[config.mk]
export PLATFORM = sky130hd
export DESIGN_NAME = cc_timer
export DESIGN_NICKNAME = d
export VERILOG_FILES = /design/src/rtl/cct_pkg.sv /design/src/rtl/cct_sync_edge.sv /design/src/rtl/cct_counter.sv /design/src/rtl/cct_flag.sv /design/src/rtl/cc_timer.sv
export SDC_FILE = /design/constraint.sdc
export NUM_CORES = 1
export LEC_CHECK = 0
export BUFFER_PORTS_ARGS = -buffer_cell sky130_fd_sc_hd__buf_2
export CORE_MARGIN = 2
export CORE_UTILIZATION = 60
export DETAILED_ROUTE_END_ITERATION = 6
export PLACE_DENSITY = 0.79
export SETUP_SLACK_MARGIN = 0.4
export SLEW_MARGIN = 0
export SYNTH_ARGS = -nofsm -noshare
export SYNTH_HDL_FRONTEND = slang
export SYNTH_SLANG_ARGS = --single-unit
[constraint.sdc]
create_clock -name clk -period 2.45 [get_ports clk]
set_clock_uncertainty 0.2 [all_clocks]
set_input_delay 0.1225 -clock clk [delete_from_list [all_inputs] [get_ports clk]]
set_output_delay 0.1225 -clock clk [all_outputs]
set_load 0.1 [all_outputs]
[src/rtl/cct_pkg.sv]
// Shared types and constants for the capture/compare event timer.
// Assumes a byte-wide bus with eight register addresses.
package cct_pkg;

    // Register addresses; the map is fixed by the software view.
    typedef enum logic [2:0] {
        A_CTRL = 3'd0,
        A_STAT = 3'd1,
        A_CAPH = 3'd2,
        A_CAPL = 3'd3,
        A_CMPH = 3'd4,
        A_CMPL = 3'd5,
        A_CNTH = 3'd6,
        A_CNTL = 3'd7
    } reg_addr_e;

    // Control register layout, most significant field first.
    typedef struct packed {
        logic       cap_ie;
        logic       cmp_ie;
        logic       wrap_ie;
        logic [2:0] rsv;
        logic       cap_rise;
        logic       cmp_lvl;
    } ctrl_t;

    // Writable control bits; reserved bits stay zero.
    localparam logic [7:0] CTRL_MASK = 8'hE3;

    // Flag indices into the per-flag vectors.
    localparam int NFLAG  = 3;
    localparam int F_CAP  = 0;
    localparam int F_CMP  = 1;
    localparam int F_WRAP = 2;

endpackage

[src/rtl/cct_sync_edge.sv]
// Synchronizes an asynchronous pin through a flop chain and reports one
// edge of a selectable polarity as a single-cycle event.
// Assumes STAGES >= 2 and that the pin is low while reset is applied.
module cct_sync_edge #(
    parameter int STAGES = 2
) (
    input  logic clk,
    input  logic rst_n,
    input  logic async_i,
    input  logic rise_sel_i,
    output logic evt_o
);
    localparam int LAST = STAGES - 1;

    logic [STAGES-1:0] sync_q;
    logic              prev_q;
    logic              rise, fall;

    // Shift the pin through the synchronizer chain.
    always_ff @(posedge clk) begin
        if (!rst_n) sync_q <= '0;
        else        sync_q <= {sync_q[STAGES-2:0], async_i};
    end

    // Remember the last synchronized level for edge detection.
    always_ff @(posedge clk) begin
        if (!rst_n) prev_q <= 1'b0;
        else        prev_q <= sync_q[LAST];
    end

    // Decode both edges and pick the selected one.
    always_comb begin
        rise  = sync_q[LAST] & ~prev_q;
        fall  = ~sync_q[LAST] & prev_q;
        evt_o = rise_sel_i ? rise : fall;
    end


    rise_single_chk: assert property (@(posedge clk) disable iff (!rst_n)
        rise |=> !rise);

    fall_single_chk: assert property (@(posedge clk) disable iff (!rst_n)
        fall |=> !fall);

endmodule

[src/rtl/cct_counter.sv]
// Free-running up counter that advances on each enabled tick and flags
// the tick that wraps it from all ones back to zero.
// Assumes tick_i is synchronous to clk.
module cct_counter #(
    parameter int W = 16
) (
    input  logic         clk,
    input  logic         rst_n,
    input  logic         tick_i,
    output logic [W-1:0] cnt_o,
    output logic         wrap_o
);
    logic [W-1:0] cnt_q;

    // Advance on each enabled tick.
    always_ff @(posedge clk) begin
        if (!rst_n)      cnt_q <= '0;
        else if (tick_i) cnt_q <= cnt_q + 1'b1;
    end

    // Expose the count and flag the wrapping tick.
    always_comb begin
        cnt_o  = cnt_q;
        wrap_o = tick_i & (&cnt_q);
    end


    cnt_step_chk: assert property (@(posedge clk) disable iff (!rst_n)
        tick_i |=> cnt_o == $past(cnt_o) + 1'b1);

    cnt_hold_chk: assert property (@(posedge clk) disable iff (!rst_n)
        !tick_i |=> $stable(cnt_o));

    wrap_zero_chk: assert property (@(posedge clk) disable iff (!rst_n)
        wrap_o |=> cnt_o == '0);

endmodule

[src/rtl/cct_flag.sv]
// One status flag with the two-step clear handshake. A status read
// snapshots the flag into an arm bit; the later second step clears the
// flag only if armed. A new set always wins over a clear.
// Assumes the status read and second step never share a cycle.
module cct_flag (
    input  logic clk,
    input  logic rst_n,
    input  logic set_i,
    input  logic stat_rd_i,
    input  logic clr_i,
    output logic flag_o
);
    logic flag_q, arm_q;

    // Hold the flag: set has priority, armed second step clears.
    always_ff @(posedge clk) begin
        if (!rst_n)              flag_q <= 1'b0;
        else if (set_i)          flag_q <= 1'b1;
        else if (clr_i && arm_q) flag_q <= 1'b0;
    end

    // Arm from the flag at each status read, disarm on the second step.
    always_ff @(posedge clk) begin
        if (!rst_n)         arm_q <= 1'b0;
        else if (clr_i)     arm_q <= 1'b0;
        else if (stat_rd_i) arm_q <= flag_q;
    end

    assign flag_o = flag_q;


    set_wins_chk: assert property (@(posedge clk) disable iff (!rst_n)
        set_i |=> flag_o);

    unarmed_keep_chk: assert property (@(posedge clk) disable iff (!rst_n)
        (clr_i && !arm_q && flag_o) |=> flag_o);

    arm_from_clear_chk: assert property (@(posedge clk) disable iff (!rst_n)
        (stat_rd_i && !flag_o) |=> !arm_q);

endmodule

[src/rtl/cc_timer.sv]
// Capture/compare event timer top. Holds the register file and the
// compare and capture datapaths, instantiates the counter, the pin
// synchronizer and one flag cell per event, and forms the interrupt.
// Assumes 9 <= CNT_W <= 16 so each timer value spans two bytes.
module cc_timer #(
    parameter int CNT_W       = 16,
    parameter int SYNC_STAGES = 2
) (
    input  logic       clk,
    input  logic       rst_n,
    input  logic       tick_en,
    input  logic       cap_in,
    input  logic [2:0] bus_addr,
    input  logic       bus_rd,
    input  logic       bus_wr,
    input  logic [7:0] bus_wdata,
    output logic [7:0] bus_rdata,
    output logic       cmp_out,
    output logic       irq
);
    import cct_pkg::*;

    localparam int HI_W = CNT_W - 8;

    reg_addr_e          addr;
    ctrl_t              ctrl_q;
    logic [CNT_W-1:0]   cnt, cnt_nxt, cap_q, cmp_q;
    logic               wrap, cap_evt, cmp_hit, stat_rd, cmp_out_q;
    logic [NFLAG-1:0]   f_set, f_clr, f_q, f_ie;

    assign addr = reg_addr_e'(bus_addr);

    cct_counter #(.W(CNT_W)) u_cnt (
        .clk    (clk),
        .rst_n  (rst_n),
        .tick_i (tick_en),
        .cnt_o  (cnt),
        .wrap_o (wrap)
    );

    cct_sync_edge #(.STAGES(SYNC_STAGES)) u_cap_edge (
        .clk        (clk),
        .rst_n      (rst_n),
        .async_i    (cap_in),
        .rise_sel_i (ctrl_q.cap_rise),
        .evt_o      (cap_evt)
    );

    // Decode the compare event and the per-flag strobes.
    always_comb begin
        cnt_nxt        = cnt + 1'b1;
        cmp_hit        = tick_en && (cnt_nxt == cmp_q);
        stat_rd        = bus_rd && (addr == A_STAT);
        f_set[F_CAP]   = cap_evt;
        f_set[F_CMP]   = cmp_hit;
        f_set[F_WRAP]  = wrap;
        f_clr[F_CAP]   = bus_rd && (addr == A_CAPL);
        f_clr[F_CMP]   = bus_wr && (addr == A_CMPL);
        f_clr[F_WRAP]  = bus_rd && (addr == A_CNTL);
        f_ie[F_CAP]    = ctrl_q.cap_ie;
        f_ie[F_CMP]    = ctrl_q.cmp_ie;
        f_ie[F_WRAP]   = ctrl_q.wrap_ie;
    end

    for (genvar i = 0; i < NFLAG; i++) begin : g_flag
        cct_flag u_flag (
            .clk       (clk),
            .rst_n     (rst_n),
            .set_i     (f_set[i]),
            .stat_rd_i (stat_rd),
            .clr_i     (f_clr[i]),
            .flag_o    (f_q[i])
        );
    end

    // Control register write, reserved bits forced to zero.
    always_ff @(posedge clk) begin
        if (!rst_n)                           ctrl_q <= '0;
        else if (bus_wr && addr == A_CTRL)    ctrl_q <= ctrl_t'(bus_wdata & CTRL_MASK);
    end

    // Compare register byte writes.
    always_ff @(posedge clk) begin
        if (!rst_n) begin
            cmp_q <= '1;
        end else if (bus_wr && addr == A_CMPH) begin
            cmp_q[CNT_W-1:8] <= bus_wdata[HI_W-1:0];
        end else if (bus_wr && addr == A_CMPL) begin
            cmp_q[7:0] <= bus_wdata;
        end
    end

    // Capture register loads the counter on a selected edge.
    always_ff @(posedge clk) begin
        if (!rst_n)       cap_q <= '0;
        else if (cap_evt) cap_q <= cnt;
    end

    // Compare pin takes the programmed level on each match.
    always_ff @(posedge clk) begin
        if (!rst_n)       cmp_out_q <= 1'b0;
        else if (cmp_hit) cmp_out_q <= ctrl_q.cmp_lvl;
    end

    // Read data multiplexer.
    always_comb begin
        unique case (addr)
            A_CTRL:  bus_rdata = 8'(ctrl_q);
            A_STAT:  bus_rdata = {f_q[F_CAP], f_q[F_CMP], f_q[F_WRAP], 5'b0};
            A_CAPH:  bus_rdata = 8'(cap_q >> 8);
            A_CAPL:  bus_rdata = cap_q[7:0];
            A_CMPH:  bus_rdata = 8'(cmp_q >> 8);
            A_CMPL:  bus_rdata = cmp_q[7:0];
            A_CNTH:  bus_rdata = 8'(cnt >> 8);
            A_CNTL:  bus_rdata = cnt[7:0];
            default: bus_rdata = 8'h00;
        endcase
    end

    // Output pins.
    always_comb begin
        cmp_out = cmp_out_q;
        irq     = |(f_q & f_ie);
    end


    cmp_pin_chk: assert property (@(posedge clk) disable iff (!rst_n)
        cmp_hit |=> cmp_out == $past(ctrl_q.cmp_lvl));

    cmp_flag_chk: assert property (@(posedge clk) disable iff (!rst_n)
        cmp_hit |=> f_q[F_CMP]);

    stat_zero_chk: assert property (@(posedge clk) disable iff (!rst_n)
        stat_rd |-> bus_rdata[4:0] == 5'b0);

    wrap_flag_chk: assert property (@(posedge clk) disable iff (!rst_n)
        wrap |=> f_q[F_WRAP]);

    irq_mask_chk: assert property (@(posedge clk) disable iff (!rst_n)
        (f_ie == '0) |-> !irq);

    cap_hold_chk: assert property (@(posedge clk) disable iff (!rst_n)
        !cap_evt |=> $stable(cap_q));

endmodule

==> metrics <==
status=completed; Worst-Margin Slew=580 ps; Num CTS Buffers=9; htree depth=3; Largest stage delay, worst path=500 ps; dominant cells by area after synthesis=dfxtp_1, mux2i_1, xnor2_1; Core Area=0.00554 mm^2; crit path max fanout=3; ant diodes=0; Internal Dissipation=1.65 mW; Critical Path Sink Type=output pin; Pre-antenna DRT Iters=5; fin crit share=0.893; RSZ-0062 raised after global routing=yes; clock sink count=63; Mapped Cells=395; DR WL/cell=18.1 um; Die W=80.0 um; TritonCTS clock tree=built; Tmin final=2190 ps; die area=0.00640 mm^2; synthesized flop and latch total=63; final hold violations=0; root buffer cell=clkbuf_8; Final ANT Viol Nets=0; Critical Path Source Type=flop; Setup WS post-layout=262 ps; Reg-to-Reg Start=u_cnt.cnt_o[7]; critical path data required time=2130 ps; Critical path origin=u_cnt.cnt_o[7]; Final Util=0.783; clock edge transition at the registers on the reported setup and hold paths=80 ps; Post-synth EDFFs=0; Hold Crit Class=in -> reg; Clk pwr share=0.388; cell family with most CP delay=multiplexers; post-DP HPWL=6380 um; area fraction of the dominant cell type after synthesis=0.364; Ports=27; Async S/R FF share, synth=0; DRC Markers=0; max_cap viols=0; ys flop type=dfxtp_1; Switching Share=0.292; Yosys cell types=54; sequential share of the synthesized area=0.364; Finish-stage setup viols=0; grt ovf=0; Final #Nets=458; Worst Setup Path Type=reg -> out; layout cells sized above 1=0.303; worst ir drop on vdd=0.000397 V; largest net degree at the start of global routing=43; Synthesized Nets=413; CP max stage cell=mux4_2; Synth area leader=dfxtp_1; Overall Global Routing Usage=0.312; clk_lat worst skew=350 ps; switching power=0.679 mW; WP data arrival=1870 ps; Synth-to-Final Area Change=25.0%; synth warn=0; DRT iter0 DRCs=280; worst-case clock buffer depth=2; Syn Area/Cell=8.78 um^2; Pwr Density=537 mW/mm^2; number of global-route vias before repair=2941; Die Span Y=80.0 um; Max Slew Vio Count=0; Post-Route WL=9360 um; Initial Utilization=0.626; setup TNS=0 ps; drt via density=6.10; CP Buf/Inv Count=1; P_leak=1.77 nW; Comb power frac=0.158; dpl ws=200 ps; Cell Area, Synth=0.00347 mm^2; Final GP Congestion=0.962; row count=27; Seq pwr share=0.454; Peak Freq=457 MHz; vias post-DR=3154; IO buf count=26; Slew HR=0.612; worst-path cell chain=mux4_2, mux2_4, a21oi_2, o21ai_2, buf_12; first-pass GRT wire length=15100 um; initial antenna violation count=0; hold path start=bus_rd; most frequent cells in the layout=nor2_1, nand2_1, dfxtp_1, mux2i_1, buf_4
==> registers in the layout, indices dropped and copies added (netlist names) <==
register,flops
cap_q,16
g_flag.u_flag.flag_o,3
u_cap_edge.sync_q,2
cmp_out,1
ctrl_q,5
u_cnt.cnt_o,16
u_cap_edge.prev_q,1
cmp_q,16
g_flag.u_flag.arm_q,3
==> cells in the mapped netlist, types with 2 or more instances <==
cell and n:
a21oi_1 9, nor2b_1 5, buf_1 4, o211ai_1 2
inv_1 8, mux2_2 9, clkbuf_1 15, buf_4 4
nand2_1 48, nand4_1 9, nor3_1 4, nor2_1 50
a22oi_1 2, mux4_2 5, nand3_1 25, mux2i_1 27
o31ai_1 3, a2111oi_4 2, xor2_1 14, a221oi_1 4
nor4_4 3, and2_1 3, dfxtp_1 63, buf_2 9
o22ai_1 5, o21ai_0 9, and3_1 4, xnor2_1 22
a22o_1 2, nor3b_1 2
==> routing by layer <==
metal | share of wire | vias to the layer above | global-route usage
met5 | 0 | - | 0
met4 | 0.024 | 0 | 0.112
met3 | 0.073 | 25 | 0.0396
met2 | 0.48 | 150 | 0.498
met1 | 0.42 | 1516 | 0.434
li1 | - | 1463 | -
==> repair_timing <==
action                                 CTS  global route
setup endpoints to repair               10             8
gates cloned                             0             0
endpoints found under the hold margin   23             0
pin swaps                               10             1
gates resized for setup                 49            10
hold buffers                            10             0
setup buffers                           13             3
==> cell type report <==
type | count | area (um^2)
fill | 364 | 1200
multi-input combinational | 291 | 2130
clock buffer | 9 | 124
sequential | 63 | 1300
clock inverter | 7 | 72.6
timing repair buffer | 66 | 582
inverter | 9 | 33.8
tap | 72 | 90.1
==> final timing paths <==
check / to / slack [ps] / cells past startpoint
min: g_flag[0].u_flag.arm_q / 9 / 4
max: bus_rdata[7] / 260 / 5
max reg2reg: cmp_out / 370 / 8
min reg2reg: u_cap_edge.sync_q[1] / 240 / 1
==> stage by stage <==
stage               power, mW  std cells  hold WS, ps  area (um^2)
floorplan                1.31        395         46.5         3500
global route             2.41        517         64.7         4340
global placement         1.40        475          132         3740
CTS                      2.33        514         5.87         4280
detailed placement       1.41        475          139         3740
finish                   2.33        517         8.90         4340
==> tightest hold or removal path, stage by stage <==
cell	delay, ps
buf_2	70
nand2_1	100
o21ai_0	160
a21oi_1	60
==> power by group through the flow <==
stage | logic, mW | registers (mW) | clock network, mW
2_1_floorplan | 0.230 | 1.08 | 0
3_3_place_gp | 0.315 | 1.09 | 0
3_5_place_dp | 0.318 | 1.09 | 0
4_1_cts | 0.362 | 1.06 | 0.910
5_1_grt | 0.389 | 1.06 | 0.961
6_report | 0.369 | 1.06 | 0.903
==> cell families (layout without fill, tap and decap cells) <==
family          after synthesis  in the layout  synth area share
mux                          41             41             0.140
xor+xnor                     36             36            0.0909
compound gates               50             50             0.112
flops                        63             63             0.364
simple gates                163            163             0.238
fa+ha+maj                     1              1           0.00361
buf+inv                      41             91            0.0520
(Power assumes the default switching activity.)
